===== src/rtl/i2c_arb_pkg.sv =====
package i2c_arb_pkg;

  typedef enum logic {
    ARB_PER_BIT  = 1'b0,
    ARB_PER_BYTE = 1'b1
  } arb_policy_e;

  // Another master wins when we release the line and it reads low.
  function automatic logic line_conflict(input logic driven, input logic seen);
    return driven & ~seen;
  endfunction

  // Next pending state: restart at a frame's first bit, else accumulate.
  function automatic logic pending_next(input logic cur, input logic frame_start,
                                        input logic hit);
    return frame_start ? hit : (cur | hit);
  endfunction

  // Clear dominates any simultaneous set.
  function automatic logic flag_next(input logic cur, input logic set_ev,
                                     input logic clr);
    return clr ? 1'b0 : (cur | set_ev);
  endfunction

endpackage


===== src/rtl/arb_sync.sv =====
module arb_sync #(
  parameter int          W       = 2,
  parameter int          STAGES  = 2,
  parameter logic [W-1:0] RST_VAL = '1
) (
  input  logic         clk,
  input  logic         rst,
  input  logic [W-1:0] d,
  output logic [W-1:0] q
);

  logic [W-1:0] stage_q [STAGES];

  genvar s;
  generate
    for (s = 0; s < STAGES; s++) begin : g_stage
      if (s == 0) begin : g_first
        always_ff @(posedge clk) begin
          if (rst) stage_q[s] <= RST_VAL;
          else     stage_q[s] <= d;
        end
      end else begin : g_rest
        always_ff @(posedge clk) begin
          if (rst) stage_q[s] <= RST_VAL;
          else     stage_q[s] <= stage_q[s-1];
        end
      end
    end
  endgenerate

  assign q = stage_q[STAGES-1];

endmodule


===== src/rtl/arb_edge.sv =====
module arb_edge #(
  parameter logic RST_VAL = 1'b1
) (
  input  logic clk,
  input  logic rst,
  input  logic lvl,
  output logic rise,
  output logic fall
);

  logic prev_q;

  always_ff @(posedge clk) begin
    if (rst) prev_q <= RST_VAL;
    else     prev_q <= lvl;
  end

  assign rise = lvl & ~prev_q;
  assign fall = ~lvl & prev_q;

endmodule


===== src/rtl/arb_judge.sv =====
module arb_judge
  import i2c_arb_pkg::*;
#(
  parameter int IDX_W    = 4,
  parameter int LAST_BIT = 8
) (
  input  logic             clk,
  input  logic             rst,
  input  logic             scl_rise,
  input  logic             scl_fall,
  input  logic             sda_s,
  input  logic             tx_bit,
  input  logic [IDX_W-1:0] bit_idx,
  input  arb_policy_e      policy,
  input  logic             clr,
  output logic             lost,
  output logic             mismatch_ev,
  output logic             ninth_fall
);

  localparam logic [IDX_W-1:0] LastIdx  = IDX_W'(LAST_BIT);
  localparam logic [IDX_W-1:0] FirstIdx = '0;

  logic frame_start;
  logic pending_q;
  logic set_ev;
  logic lost_q;

  assign mismatch_ev = scl_rise & line_conflict(tx_bit, sda_s);
  assign frame_start = scl_rise & (bit_idx == FirstIdx);
  assign ninth_fall  = scl_fall & (bit_idx == LastIdx);

  always_ff @(posedge clk) begin
    if (rst) pending_q <= 1'b0;
    else     pending_q <= pending_next(pending_q, frame_start, mismatch_ev);
  end

  always_comb begin
    unique case (policy)
      ARB_PER_BIT:  set_ev = mismatch_ev;
      ARB_PER_BYTE: set_ev = ninth_fall & pending_q;
      default:      set_ev = 1'b0;
    endcase
  end

  always_ff @(posedge clk) begin
    if (rst) lost_q <= 1'b0;
    else     lost_q <= flag_next(lost_q, set_ev, clr);
  end

  assign lost = lost_q;

  // Per-bit policy: every mismatch shows on the flag one cycle later.
  assert_bit_immediate_R4: assert property (@(posedge clk) disable iff (rst)
    (mismatch_ev && policy == ARB_PER_BIT && !clr) |=> lost);

  // Per-bit policy: the flag rises only because of a mismatch.
  assert_only_on_conflict_R3: assert property (@(posedge clk) disable iff (rst)
    ($rose(lost) && $past(policy) == ARB_PER_BIT) |-> $past(mismatch_ev));

  // Per-byte policy: the flag rises only after the ninth falling edge.
  assert_byte_deferred_R5: assert property (@(posedge clk) disable iff (rst)
    ($rose(lost) && $past(policy) == ARB_PER_BYTE) |-> $past(ninth_fall));

  assert_sticky_R7: assert property (@(posedge clk) disable iff (rst)
    (lost && !clr) |=> lost);

  assert_clear_wins_R8: assert property (@(posedge clk) disable iff (rst)
    clr |=> !lost);

endmodule


===== src/rtl/i2c_arb_detect.sv =====
module i2c_arb_detect
  import i2c_arb_pkg::*;
#(
  parameter int IDX_W       = 4,
  parameter int LAST_BIT    = 8,
  parameter int SYNC_STAGES = 2
) (
  input  logic             clk,
  input  logic             rst,
  input  logic             scl_in,
  input  logic             sda_in,
  input  logic             tx_bit,
  input  logic [IDX_W-1:0] bit_idx,
  input  logic             mode_byte,
  input  logic             stop_en,
  input  logic             clr_lost,
  output logic             arb_lost,
  output logic             sda_oe
);

  logic [1:0]  lines_s;
  logic        scl_s;
  logic        sda_s;
  logic        scl_rise;
  logic        scl_fall;
  logic        mismatch_ev;
  logic        ninth_fall;
  logic        lost;
  arb_policy_e policy;

  arb_sync #(.W(2), .STAGES(SYNC_STAGES), .RST_VAL(2'b11)) u_sync (
    .clk (clk),
    .rst (rst),
    .d   ({scl_in, sda_in}),
    .q   (lines_s)
  );

  assign scl_s = lines_s[1];
  assign sda_s = lines_s[0];

  arb_edge #(.RST_VAL(1'b1)) u_scl_edge (
    .clk  (clk),
    .rst  (rst),
    .lvl  (scl_s),
    .rise (scl_rise),
    .fall (scl_fall)
  );

  assign policy = mode_byte ? ARB_PER_BYTE : ARB_PER_BIT;

  arb_judge #(.IDX_W(IDX_W), .LAST_BIT(LAST_BIT)) u_judge (
    .clk         (clk),
    .rst         (rst),
    .scl_rise    (scl_rise),
    .scl_fall    (scl_fall),
    .sda_s       (sda_s),
    .tx_bit      (tx_bit),
    .bit_idx     (bit_idx),
    .policy      (policy),
    .clr         (clr_lost),
    .lost        (lost),
    .mismatch_ev (mismatch_ev),
    .ninth_fall  (ninth_fall)
  );

  assign arb_lost = lost;
  assign sda_oe   = ~(stop_en & lost);

  assert_release_on_loss_R9: assert property (@(posedge clk) disable iff (rst)
    (stop_en && $rose(arb_lost)) |-> !sda_oe);

  assert_no_release_when_off_R9: assert property (@(posedge clk) disable iff (rst)
    !stop_en |-> sda_oe);

  assert_reset_state_R1: assert property (@(posedge clk)
    $past(rst) |-> (!arb_lost && sda_oe));

endmodule


===== config.mk =====
export PLATFORM = sky130hd
export DESIGN_NAME = i2c_arb_detect
export DESIGN_NICKNAME = d
export VERILOG_FILES = /design/src/rtl/i2c_arb_pkg.sv /design/src/rtl/arb_sync.sv /design/src/rtl/arb_edge.sv /design/src/rtl/arb_judge.sv /design/src/rtl/i2c_arb_detect.sv
export SDC_FILE = /design/constraint.sdc
export NUM_CORES = 1
export LEC_CHECK = 0
export ABC_AREA = 0
export CORE_AREA = 3 3 40 42
export CTS_BUF_LIST = sky130_fd_sc_hd__clkbuf_16
export DETAILED_ROUTE_END_ITERATION = 6
export DIE_AREA = 0 0 43 45
export HOLD_SLACK_MARGIN = 0.12
export REMOVE_ABC_BUFFERS = 1
export SLEW_MARGIN = 20
export SYNTH_ARGS = -nofsm -noshare
export SYNTH_HDL_FRONTEND = slang
export SYNTH_SLANG_ARGS = --single-unit

===== constraint.sdc =====
create_clock -name clk -period 2.2 [get_ports clk]
set_clock_uncertainty 0.2 [all_clocks]
set_input_delay 0.55 -clock clk [delete_from_list [all_inputs] [get_ports clk]]
set_output_delay 0.55 -clock clk [all_outputs]
set_load 0.02 [all_outputs]

==> impl_metrics.tcl <==
set metrics [dict create \
    rsz0062_at_grt "no" \
    endpoint_kind "output port" \
    tightest_slew_ps 280.6 \
    final_area_um2 494.2 \
    r2r-start "u_sync.stage_q[1][1]" \
    die_area_mm2 0.001935 \
    ios 14 \
    synth-async-reset-ratio_pct 0 \
    power_density_mw_per_mm2 948.9 \
    wl_um 615 \
    grt_pass1_wl_mm 1.041 \
    cts-root-buf "clkbuf_16" \
    final_util_pct 38.46 \
    synth_area_leaders "dfxtp_1, or2_2, and4bb_2" \
    cp.arrival_ps 1360 \
    hold_viol_final 0 \
    diodes 0 \
    layout-drive-gt1-share_pct 27.91 \
    synth_seq_cells 7 \
    clk_latency_ps 230 \
    crit_start "stop_en" \
    crit_fanout 1 \
    final.hold.worst_slack_ps 209.8 \
    critical_path_required_ps 1450 \
    die_y_um 45 \
    dr_total_vias 247 \
    cts_sinks 7 \
    synth-main-ff-cell "dfxtp_1" \
    timing.slew.headroom_pct 81.05 \
    maxCapViolations 0 \
    maxSlewViolCount 0 \
    finalSetupViolCount 0 \
    io_buffers 13 \
    yosys.area.top_type "dfxtp_1" \
    track_usage_pct 8.180 \
    firstDrtPassIters 2 \
    ant_nets 0 \
    worst-path-buf-inv 2 \
    critPathMaxStageDelay_ps 460 \
    vdd_ir_drop_max_uv 414.2 \
    yosysMostFrequentCell "dfxtp_1" \
    crit_family "buffers and inverters" \
    nNetsFinal 56 \
    ys_top_cells_by_count "dfxtp_1, or2_2, nand2_1, nor2_1, nor3_1" \
    placed_cell_area_um2 416.7 \
    path_cells "clkdlybuf4s50_1, nand2_1, dlygate4sd2_1" \
    fmax_mhz 473.1 \
    cp-start-kind "input port" \
    place.gp.congestion 0.6372 \
    ys_seq_area_share_pct 53.85 \
    netlist_area_um2 260.3 \
    place_hpwl_um 455.2 \
    first_global_vias 264 \
    fin_crit_sh_pct 96.09 \
    hp-class "reg -> reg" \
    cts_max_path_buffers 2 \
    status "complete, no violations" \
    cts_tree "built" \
    grt_overflow 0 \
    std_cell_rows 13 \
    clk_pin_slew_ps 30 \
    drt_first_iter_violations 4 \
    antenna_found_initial 0 \
    reg2reg_slack_ps 1030 \
    wire_per_inst_um 10.60 \
    finalPower_uw 469.0 \
    areaGrowthSynthToFinish_pct 89.90 \
    cp_slowest_cell "clkdlybuf4s50_1" \
    yosys_warnings 0 \
    syn_area_per_cell_um2 10.41 \
    numCtsBuffers 3 \
    min-delay-start "u_sync.stage_q[0][1]" \
    initial_core_util_pct 20.25 \
    synth_cell_types 12 \
    p_leak_uw 0.0001831 \
    synthCells 25 \
    finalCriticalPeriod_ps 2114 \
    dieWidth_um 43 \
    holdBufCountCts 0 \
    grt_max_degree 7 \
    synth_edf_count 0 \
    yosys.area.top_type_share_pct 53.85 \
    h-tree-depth 1 \
    drc 0 \
    drt-vias-per-instance 4.259 \
    critPathKind "in -> out" \
    core_area_mm2 0.001285 \
]
-- report_power, final --
| part | internal (uW) | switching [uW] |
|---|---|---|
| sequential | 132 | 1.60 |
| combinational | 22.8 | 7.62 |
| clock | 236 | 69.0 |
-- stage by stage --
step	TNS [ps]	setup slack (ps)	cells
floorplan	0	658.8	25
global placement	-148.0	-148.0	54
detailed placement	-153.7	-153.7	54
CTS	0	79.89	58
global route	0	32.71	58
finish	0	86.11	58
-- kinds of logic (layout without fill, tap and decap cells) --
logic type	after synthesis	in the layout	share of synthesized area, %
buffers and inverters	0	18	0
AOI/OAI and AO/OA	2	2	6.252
and+or+nand+nor	16	16	39.90
DFF	7	7	53.84
-- layout make-up --
cell class / count / area, um2
Fill cell: 140 / 790.8
Sequential cell: 7 / 140.1
Timing Repair Buffer: 14 / 136.4
Multi-Input combinational cell: 18 / 120.1
Clock buffer: 3 / 75.07
Tap cell: 15 / 18.77
Clock inverter: 1 / 3.754
-- flip-flops by register name (all words and copies together), names as in the netlist --
signal,count
u_judge.pending_q,1
u_sync.stage_q,4
u_scl_edge.prev_q,1
u_judge.lost,1
-- worst paths after layout --
path	to	cells past startpoint
worst max-delay path	sda_oe	3
worst min register to register	u_sync.stage_q[1][1]	1
worst max register to register	u_judge.lost	3
worst min-delay path	u_sync.stage_q[1][1]	1
-- layer usage --
metal | share of wire (%) | GRT usage [%]
met5 | 0 | 0
met3 | 13 | 7.570
met1 | 39 | 7.039
met4 | 0 | 5.422
met2 | 47 | 12.28
-- placed cells by master, fill, tap and decap left out --
cell type        count
clkdlybuf4s50_1     12
dfxtp_1              7
or2_2                5
clkbuf_16            3
nand2_1              2
nor2_1               2
nor3_1               2
nand3_1              1
or3_4                1
and4bb_2             1
a22oi_1              1
o41ai_1              1
nand2b_1             1
nor4_2               1
inv_1                1
dlygate4sd2_1        1
buf_4                1
-- timing repair --
item | in CTS | in global routing
resized for setup | 1 | 0
buffers inserted | 0 | 0
setup endpoints to repair | 1 | 0
(Power assumes the default switching activity.)
